[src/rtl/wsg_pkg.sv]
package wsg_pkg;

  typedef enum logic [2:0] {
    RG_SRAM   = 3'd0,
    RG_ROM    = 3'd1,
    RG_PERA   = 3'd2,
    RG_PERB   = 3'd3,
    RG_PERC   = 3'd4,
    RG_OTP    = 3'd5,
    RG_FLASH  = 3'd6,
    RG_KEYWIN = 3'd7
  } region_e;

  localparam int NUM_CFG = 3;
  localparam int CFG_OTP   = 0;
  localparam int CFG_FPAGE = 1;
  localparam int CFG_FRAND = 2;

endpackage

[src/rtl/wsg_cfg_regs.sv]
module wsg_cfg_regs #(
  parameter int WS_W = 4,
  parameter int NREG = 3
) (
  input  logic                   clk,
  input  logic                   rst_n,
  input  logic                   wr_en,
  input  logic [1:0]             wr_sel,
  input  logic [WS_W-1:0]        wr_data,
  output logic [NREG*WS_W-1:0]   fields
);

  for (genvar g = 0; g < NREG; g++) begin : g_field
    logic [WS_W-1:0] val_q;
    logic [WS_W-1:0] val_d;
    logic            hit;

    assign hit = wr_en && (wr_sel == 2'(g));

    always_comb begin
      val_d = val_q;
      if (hit) val_d = wr_data;
    end

    always_ff @(posedge clk or negedge rst_n) begin
      if (!rst_n) val_q <= '1;
      else        val_q <= val_d;
    end

    assign fields[g*WS_W +: WS_W] = val_q;
  end

endmodule

[src/rtl/wsg_history.sv]
module wsg_history
  import wsg_pkg::*;
#(
  parameter int PAGE_W = 8
) (
  input  logic              clk,
  input  logic              rst_n,
  input  logic              accept,
  input  logic              start,
  input  logic              stall,
  input  region_e           region,
  input  logic              we,
  input  logic [PAGE_W-1:0] page,
  output logic              b2b_write,
  output logic              same_page
);

  logic              pera_wr_q, pera_wr_d;
  logic              fl_vld_q, fl_vld_d;
  logic [PAGE_W-1:0] fl_page_q, fl_page_d;
  logic              idle;

  assign idle = !stall && !start;

  always_comb begin
    pera_wr_d = pera_wr_q;
    fl_vld_d  = fl_vld_q;
    fl_page_d = fl_page_q;
    if (accept) begin
      pera_wr_d = (region == RG_PERA) && we;
      fl_vld_d  = (region == RG_FLASH);
      fl_page_d = page;
    end else if (idle) begin
      pera_wr_d = 1'b0;
    end
  end

  always_ff @(posedge clk or negedge rst_n) begin
    if (!rst_n) begin
      pera_wr_q <= 1'b0;
      fl_vld_q  <= 1'b0;
      fl_page_q <= '0;
    end else begin
      pera_wr_q <= pera_wr_d;
      fl_vld_q  <= fl_vld_d;
      fl_page_q <= fl_page_d;
    end
  end

  assign b2b_write = pera_wr_q;
  assign same_page = fl_vld_q && (fl_page_q == page);

endmodule

[src/rtl/wsg_decode.sv]
module wsg_decode
  import wsg_pkg::*;
#(
  parameter int WS_W        = 4,
  parameter int CNT_W       = 5,
  parameter int PER_RD_WAIT = 2,
  parameter int KEY_WAIT    = 16,
  parameter int OTP_MIN     = 1
) (
  input  region_e          region,
  input  logic             we,
  input  logic             b2b_write,
  input  logic             same_page,
  input  logic [WS_W-1:0]  otp_ws,
  input  logic [WS_W-1:0]  fpage_ws,
  input  logic [WS_W-1:0]  frand_ws,
  output logic [CNT_W-1:0] wait_n,
  output logic             ext_ok
);

  logic [CNT_W-1:0] per_wait;
  logic [CNT_W-1:0] otp_eff;

  always_comb begin
    per_wait = we ? '0 : CNT_W'(PER_RD_WAIT);
    otp_eff  = (otp_ws < WS_W'(OTP_MIN)) ? CNT_W'(OTP_MIN) : CNT_W'(otp_ws);
  end

  always_comb begin
    wait_n = '0;
    ext_ok = 1'b0;
    case (region)
      RG_SRAM, RG_ROM: wait_n = '0;
      RG_PERA: begin
        wait_n = per_wait + ((we && b2b_write) ? CNT_W'(1) : '0);
        ext_ok = 1'b1;
      end
      RG_PERB:   wait_n = per_wait;
      RG_PERC: begin
        wait_n = per_wait;
        ext_ok = 1'b1;
      end
      RG_OTP:    wait_n = otp_eff;
      RG_FLASH:  wait_n = same_page ? CNT_W'(fpage_ws) : CNT_W'(frand_ws);
      RG_KEYWIN: wait_n = CNT_W'(KEY_WAIT);
      default:   wait_n = '0;
    endcase
  end

endmodule

[src/rtl/wsg_counter.sv]
module wsg_counter #(
  parameter int CNT_W = 5
) (
  input  logic             clk,
  input  logic             rst_n,
  input  logic             accept,
  input  logic [CNT_W-1:0] load_val,
  input  logic             load_ext,
  input  logic             rdy,
  output logic             stall,
  output logic             hold
);

  logic [CNT_W-1:0] cnt_q, cnt_d;
  logic             ext_q, ext_d;
  logic             hold_q, hold_d;

  always_comb begin
    cnt_d  = cnt_q;
    ext_d  = ext_q;
    hold_d = hold_q;
    if (accept) begin
      cnt_d  = load_val;
      ext_d  = load_ext;
      hold_d = (load_val == '0) && load_ext && !rdy;
    end else if (cnt_q != '0) begin
      cnt_d = cnt_q - CNT_W'(1);
      if (cnt_q == CNT_W'(1)) hold_d = ext_q && !rdy;
    end else if (hold_q && rdy) begin
      hold_d = 1'b0;
    end
  end

  always_ff @(posedge clk or negedge rst_n) begin
    if (!rst_n) begin
      cnt_q  <= '0;
      ext_q  <= 1'b0;
      hold_q <= 1'b0;
    end else begin
      cnt_q  <= cnt_d;
      ext_q  <= ext_d;
      hold_q <= hold_d;
    end
  end

  assign stall = (cnt_q != '0) || hold_q;
  assign hold  = hold_q;

endmodule

[src/rtl/bus_wait_gen.sv]
module bus_wait_gen
  import wsg_pkg::*;
#(
  parameter int WS_W        = 4,
  parameter int PAGE_W      = 8,
  parameter int PER_RD_WAIT = 2,
  parameter int KEY_WAIT    = 16,
  parameter int OTP_MIN     = 1
) (
  input  logic              clk,
  input  logic              rst_n,
  input  logic              acc_start,
  input  logic              acc_we,
  input  logic [2:0]        acc_region,
  input  logic [PAGE_W-1:0] acc_page,
  input  logic              periph_rdy,
  input  logic              cfg_we,
  input  logic [1:0]        cfg_sel,
  input  logic [WS_W-1:0]   cfg_wdata,
  output logic              stall
);

  localparam int FIELD_MAX = (1 << WS_W) - 1;
  localparam int MAX_A     = (KEY_WAIT > FIELD_MAX) ? KEY_WAIT : FIELD_MAX;
  localparam int MAX_WAIT  = (MAX_A > PER_RD_WAIT + 1) ? MAX_A : PER_RD_WAIT + 1;
  localparam int CNT_W     = $clog2(MAX_WAIT + 1);

  logic [1:0]              rst_sync_q;
  logic                    rst_int_n;
  region_e                 region;
  logic                    accept;
  logic                    stall_w;
  logic                    hold_w;
  logic                    b2b_write;
  logic                    same_page;
  logic [NUM_CFG*WS_W-1:0] fields;
  logic [CNT_W-1:0]        wait_n;
  logic                    ext_ok;

  always_ff @(posedge clk or negedge rst_n) begin
    if (!rst_n) rst_sync_q <= 2'b00;
    else        rst_sync_q <= {rst_sync_q[0], 1'b1};
  end
  assign rst_int_n = rst_sync_q[1];

  assign region = region_e'(acc_region);
  assign accept = acc_start && !stall_w;

  wsg_cfg_regs #(.WS_W(WS_W), .NREG(NUM_CFG)) u_cfg (
    .clk     (clk),
    .rst_n   (rst_int_n),
    .wr_en   (cfg_we),
    .wr_sel  (cfg_sel),
    .wr_data (cfg_wdata),
    .fields  (fields)
  );

  wsg_history #(.PAGE_W(PAGE_W)) u_hist (
    .clk       (clk),
    .rst_n     (rst_int_n),
    .accept    (accept),
    .start     (acc_start),
    .stall     (stall_w),
    .region    (region),
    .we        (acc_we),
    .page      (acc_page),
    .b2b_write (b2b_write),
    .same_page (same_page)
  );

  wsg_decode #(
    .WS_W(WS_W), .CNT_W(CNT_W), .PER_RD_WAIT(PER_RD_WAIT),
    .KEY_WAIT(KEY_WAIT), .OTP_MIN(OTP_MIN)
  ) u_dec (
    .region    (region),
    .we        (acc_we),
    .b2b_write (b2b_write),
    .same_page (same_page),
    .otp_ws    (fields[CFG_OTP*WS_W +: WS_W]),
    .fpage_ws  (fields[CFG_FPAGE*WS_W +: WS_W]),
    .frand_ws  (fields[CFG_FRAND*WS_W +: WS_W]),
    .wait_n    (wait_n),
    .ext_ok    (ext_ok)
  );

  wsg_counter #(.CNT_W(CNT_W)) u_cnt (
    .clk      (clk),
    .rst_n    (rst_int_n),
    .accept   (accept),
    .load_val (wait_n),
    .load_ext (ext_ok),
    .rdy      (periph_rdy),
    .stall    (stall_w),
    .hold     (hold_w)
  );

  assign stall = stall_w;

endmodule

[config.mk]
export PLATFORM = sky130hd
export DESIGN_NAME = bus_wait_gen
export DESIGN_NICKNAME = d
export VERILOG_FILES = /design/src/rtl/wsg_pkg.sv /design/src/rtl/wsg_cfg_regs.sv /design/src/rtl/wsg_history.sv /design/src/rtl/wsg_decode.sv /design/src/rtl/wsg_counter.sv /design/src/rtl/bus_wait_gen.sv
export SDC_FILE = /design/constraint.sdc
export NUM_CORES = 1
export LEC_CHECK = 0
export BUFFER_PORTS_ARGS = -buffer_cell sky130_fd_sc_hd__buf_2
export CAP_MARGIN = 20
export CORE_AREA = 2 2 76 78
export CTS_CLUSTER_DIAMETER = 100
export DETAILED_ROUTE_END_ITERATION = 8
export DIE_AREA = 0 0 78 80
export PLACE_DENSITY = 0.43
export REMOVE_ABC_BUFFERS = 1
export SLEW_MARGIN = 10
export SYNTH_ARGS = -nofsm -noshare
export SYNTH_HDL_FRONTEND = slang
export SYNTH_SLANG_ARGS = --single-unit
[constraint.sdc]
create_clock -name clk -period 3.49 [get_ports clk]
set_clock_uncertainty 0.05 [all_clocks]
set_input_delay 0.698 -clock clk [delete_from_list [all_inputs] [get_ports clk]]
set_output_delay 0.698 -clock clk [all_outputs]
set_load 0.01 [all_outputs]
Word level (Yosys, flattened, before mapping) --
Index checks and enable logic that the tools add are counted.
Storage, ports and cells: input port bits 23, output and inout bits 1, register bits 31
Cells by class: magnitude comparators 1, multiplexer cells 14, equality and inequality tests 12, add/sub/neg operators 2, reduce and logical (&&, ||, !) cells 27
Operator list (count):
- case mux 5 bit (6 select lines) | 1
- equality test 3 bit (second input constant) | 4
- logical AND 1 bit | 12
- 2-to-1 mux 5 bit | 2
- equality test 8 bit | 1
- 2-to-1 mux 1 bit | 8
- 2-to-1 mux 4 bit | 2
- equality test 3 x 2 -> 1 bit (second input constant) | 2
- OR reduction 2 bit | 3
- adder 5 bit | 1
- equality test 5 x 1 -> 1 bit (second input constant) | 1
- logical NOT 5 bit | 1
- nonzero test 5 bit | 1
- subtractor 5 x 1 -> 5 bit (second input constant) | 1
- less-than comparator 4 x 1 -> 1 bit (second input constant) | 1
- nonzero test 2 bit | 2
- equality test 3 x 1 -> 1 bit (second input constant) | 1
- logical NOT 1 bit | 3
- logical NOT 3 bit | 1
- != test 3 x 2 -> 1 bit (second input constant) | 1
- nonzero test 3 bit | 1
- equality test 2 x 1 -> 1 bit (second input constant) | 1
- equality test 2 bit (second input constant) | 1
- logical NOT 2 bit | 1
- other kinds (3) | 3

Depth between registers and ports, before layout --
word-level depth 8, depth in mapped cells 8, depth with buffers taken out 7

Cells and area by module --
From an unflattened synthesis, not the netlist that was laid out.
Second synthesis, totals: cell total of the unflattened synthesis 139, area, all modules 1666.6 µm²
By module, submodules not included:
- wsg_cfg_regs | instances 1, area each 484.2 µm², cells each 27
- wsg_history | instances 1, area each 484.2 µm², cells each 37
- wsg_counter | instances 1, area each 437.9 µm², cells each 44
- wsg_decode | instances 1, area each 192.7 µm², cells each 27
- bus_wait_gen | instances 1, area each 67.6 µm², cells each 4

Worst setup path after synthesis --
OpenSTA, ideal clock, no wires.
path kind flip-flop to output port, start point reg u_cnt.cnt_q[0], end point out stall, buffers on the path 0, required time 2.742 ns, data arrival time 1.109 ns, path slack 1.633 ns, stages on the path, launching flop included 5, path through dfrtp_1 inv_1 ha_1 nor4b_4 nand2b_1
Between the ends: longest elaborated chain between the ends 2
RTL lines:
- start, declared | RTL line wsg_counter.sv:14 | logic [CNT_W-1:0] cnt_q, cnt_d;
- start signal, assigned | RTL line wsg_counter.sv:40 | cnt_q <= cnt_d;
- nonzero test 5 bit | RTL line wsg_counter.sv:46 | assign stall = (cnt_q != '0) || hold_q;
- logical OR 1 bit | RTL line wsg_counter.sv:46
- end, declared | RTL line bus_wait_gen.sv:20 | output logic stall
No other way between the ends.

Worst setup path in the final report --
start point reg u_cnt.cnt_q[0], end point reg u_cnt.cnt_q[0]
Between the ends: longest elaborated chain between the ends 5, elaborated cells between the ends (all ways) 8, classes of those cells add/sub: 1; mux: 2; reduce/logical: 5
RTL lines:
- branches (longest 5 deep; another with subtractor 5 x 1 -> 5 bit)
Parallel ways; which one is timed is not known. The select of a mux whose other input is x is not followed. A chain may end at the register's enable or synchronous reset.

==> impl_results.md <==
- Final Cycle Share: 72.6%
- Max cap viols: 0
- Achievable frequency: 395 MHz
- Post-synthesis mux area share: 17.6%
- CP max stage cell: nand3b_1
- Synthesized flop and latch total: 31
- TNS Setup: 0 ns
- Sink Count: 31
- TritonCTS clock tree: built
- Crit path depth: 6
- Post-synth top area share: 30.3%
- Worst r2r path cells: 6
- CP Buf/Inv Count: 1
- Gr ovfl total: 0
- Run status: complete, no violations
- RSZ-0062 raised after global routing: no
- P&R area growth vs syn: 19.3%
- Syn_area_per_cell: 11.9 um2
- Die area: 6240 um2
- Max Slew Vio Count: 0
- Post-route antenna net violation count: 0
- Nets@finish: 186
- Warnings from Yosys: 0
- Mapped cell area: 1570 um2
- GPL Wtd Cong: 0.722
- CP startpoint: u_cnt.cnt_q[0]
- Worst slew margin: 40.7%
- Port Buffer Count: 23
- CP cell instances: inv_1, ha_1, nor4b_4, nand3b_1, nand2b_1, o21ai_0
- Fin util: 34.6%
- Worst slew pin tran: 0.886 ns
- Max FO, Critical Path: 21
- CP endpoint kind: flip-flop
- Synth Area in Compound Gates: 9.25%
- Number of flops mapped to enable cells by yosys: 0
- Setup violations, final: 0
- Skew-Pair Late Insertion Delay: 0.28 ns
- Post-synth ARST share: 100%
- Most frequent cells after synthesis: mux2_2, dfrtp_1, dfstp_2
- Clock buffer depth: 2
- Synth Instances: 132
- Post-Synth Simple-Gate Area: 13.7%
- Post-synthesis adder-cell area fraction: 1.59%
- Fin. Hold Viols: 0
- Core ar.: 5410 um2
- H-tree level count: 2
- Reg2Reg Setup Slack: 0.96 ns
- Required time worst endpoint: 3.64 ns
- First drt pass iteration count: 4
- Total track usage: 10.9%
- Top cells by area, synth: dfrtp_1, dfstp_2, mux2_2
- Largest family of logic cells by synthesized area: multiplexers
- Share of cells above drive strength 1: 42.0%
- First-pass GRT wire length: 5130 um
- Yosys cell types: 37
- ANT cells: 0
- Setup Buffers After CTS: 0
- CP max stage delay: 0.69 ns
- Post-synthesis xor/xnor area fraction: 5.58%
- Die Y: 80 um
- Top-count cell post-synth: mux2_2
- Fin cells: 234
- Seq/Total Area, Yosys: 50.4%
- Max IR drop VDD: 0.000250 V
- Initial DRC count: 52
- Power per cell area: 697 nW/um2
- Initial Utilization: 29.0%
- Crit path kind: reg -> reg
- Largest net degree at the start of global routing: 30
- Minimum clock period: 2.53 ns
- Placed Cells: 226
- Reg-to-Reg Start: u_cnt.cnt_q[0]
- Dpl hpwl: 2350 um
- Leak: 0.763 nW
- Die width: 78 um
- PostCTS Resize Cnt: 0
- Most used DFF post-synth: dfrtp_1
- Clk slew on worst S/H paths: 0.06 ns
- Yosys top cell by area: dfrtp_1
- Hold buffers post-CTS: 0
- DRT Wirelength: 3100 um
- Reg2reg end: u_cnt.cnt_q[0]
- Vias in the first global route: 1075
- Number of filler cells placed in the layout: 583
- Routed length per instance: 13.2 um
- CP arrival: 2.68 ns
- DRC: 0
- Vias: 1077
- Top Ports: 24
- Initial antenna violation count: 0
- CTS Buf Count: 5
- Root Driver: clkbuf_8
- CP top delay family: simple AND/OR/NAND/NOR gates
- Vias per cell: 4.60
- CP Launch Type: flip-flop
- Hold WC Path Type: in -> async
- Cell Rows: 27
==> sequential cells by signal, indices dropped and copies added, names as in the netlist <==
register and count:
u_cnt.ext_q 1, u_cfg.g_field.val_q 12, u_hist.fl_vld_q 1, rst_sync_q 2
u_hist.b2b_write 1, u_cnt.cnt_q 5, u_cnt.hold 1, u_hist.fl_page_q 8
==> final cells by class <==
class | count | area [um2] | area share, %
flip-flops and latches | 31 | 791 | 42.2
multi-input cells | 95 | 753 | 40.2
repair buffers | 24 | 123 | 6.55
clock buffers | 8 | 100 | 5.35
well taps | 72 | 90.1 | 4.81
inverters | 4 | 15.0 | 0.802
==> report_power, final <==
group / internal [mW] / total [mW] / switching, mW
combinational: 0.224 / 0.405 / 0.181
clock: 0.180 / 0.313 / 0.133
sequential: 0.496 / 0.586 / 0.0906
==> routing by layer <==
metal	GRT usage, %	share of wire (%)
met5	0	0
met1	13.0	47
met4	5.26	1.9
met2	17.4	47
met3	3.73	3.7
==> logic make-up (layout without fill, tap and decap cells) <==
family | after synthesis | after routing
other cells | 1 | 1
flops | 31 | 31
xor+xnor | 10 | 10
buf+inv | 6 | 36
simple gates | 36 | 36
mux | 25 | 25
compound gates | 21 | 21
fa+ha+maj | 2 | 2
==> stage by stage <==
step / power (mW) / setup slack [ns] / hold WS, ns / cell area [um2]
floorplan: 0.900 / 1.39 / 0.281 / 1560
global placement: 0.991 / 1.07 / 0.213 / 1770
detailed placement: 1.00 / 0.907 / 0.232 / 1770
CTS: 1.32 / 0.889 / 0.131 / 1870
global route: 1.40 / 0.726 / 0.123 / 1870
finish: 1.30 / 0.956 / 0.137 / 1870
==> worst reg2reg max path: cells and delay by family, from the launching register on <==
family                   cells  cell delay [ns]
AND/OR/NAND/NOR              3             1.49
flip-flops                   1             0.43
adder cells (fa/ha/maj)      1             0.23
AO/OA/AOI/OAI                1             0.18
buffers and inverters        1             0.08
==> cells in the final DEF (no fill, tap or decap), drive strengths merged, types with 2 or more instances in the layout <==
cell and count:
clkbuf 8, nand3 4, inv 4, nor3 4, nand3b 3, xnor2 10, mux2i 4, mux2 21
nand2b 4, a21oi 4, buf 24, dfstp 12, ha 2, nand2 6, dfrtp 19, nor2 5
nor2b 5, o21ai 6
==> worst max path at each step <==
stage | endpoint | slack (ns)
finish | u_cnt.cnt_q[0] | 0.96
floorplan | u_cnt.cnt_q[2] | 1.39
CTS | u_cnt.cnt_q[0] | 0.89
global route | u_cnt.cnt_q[1] | 0.73
global placement | u_cnt.cnt_q[1] | 1.07
detailed placement | u_cnt.cnt_q[0] | 0.91
No activity file was read; power rests on OpenSTA's default activity.
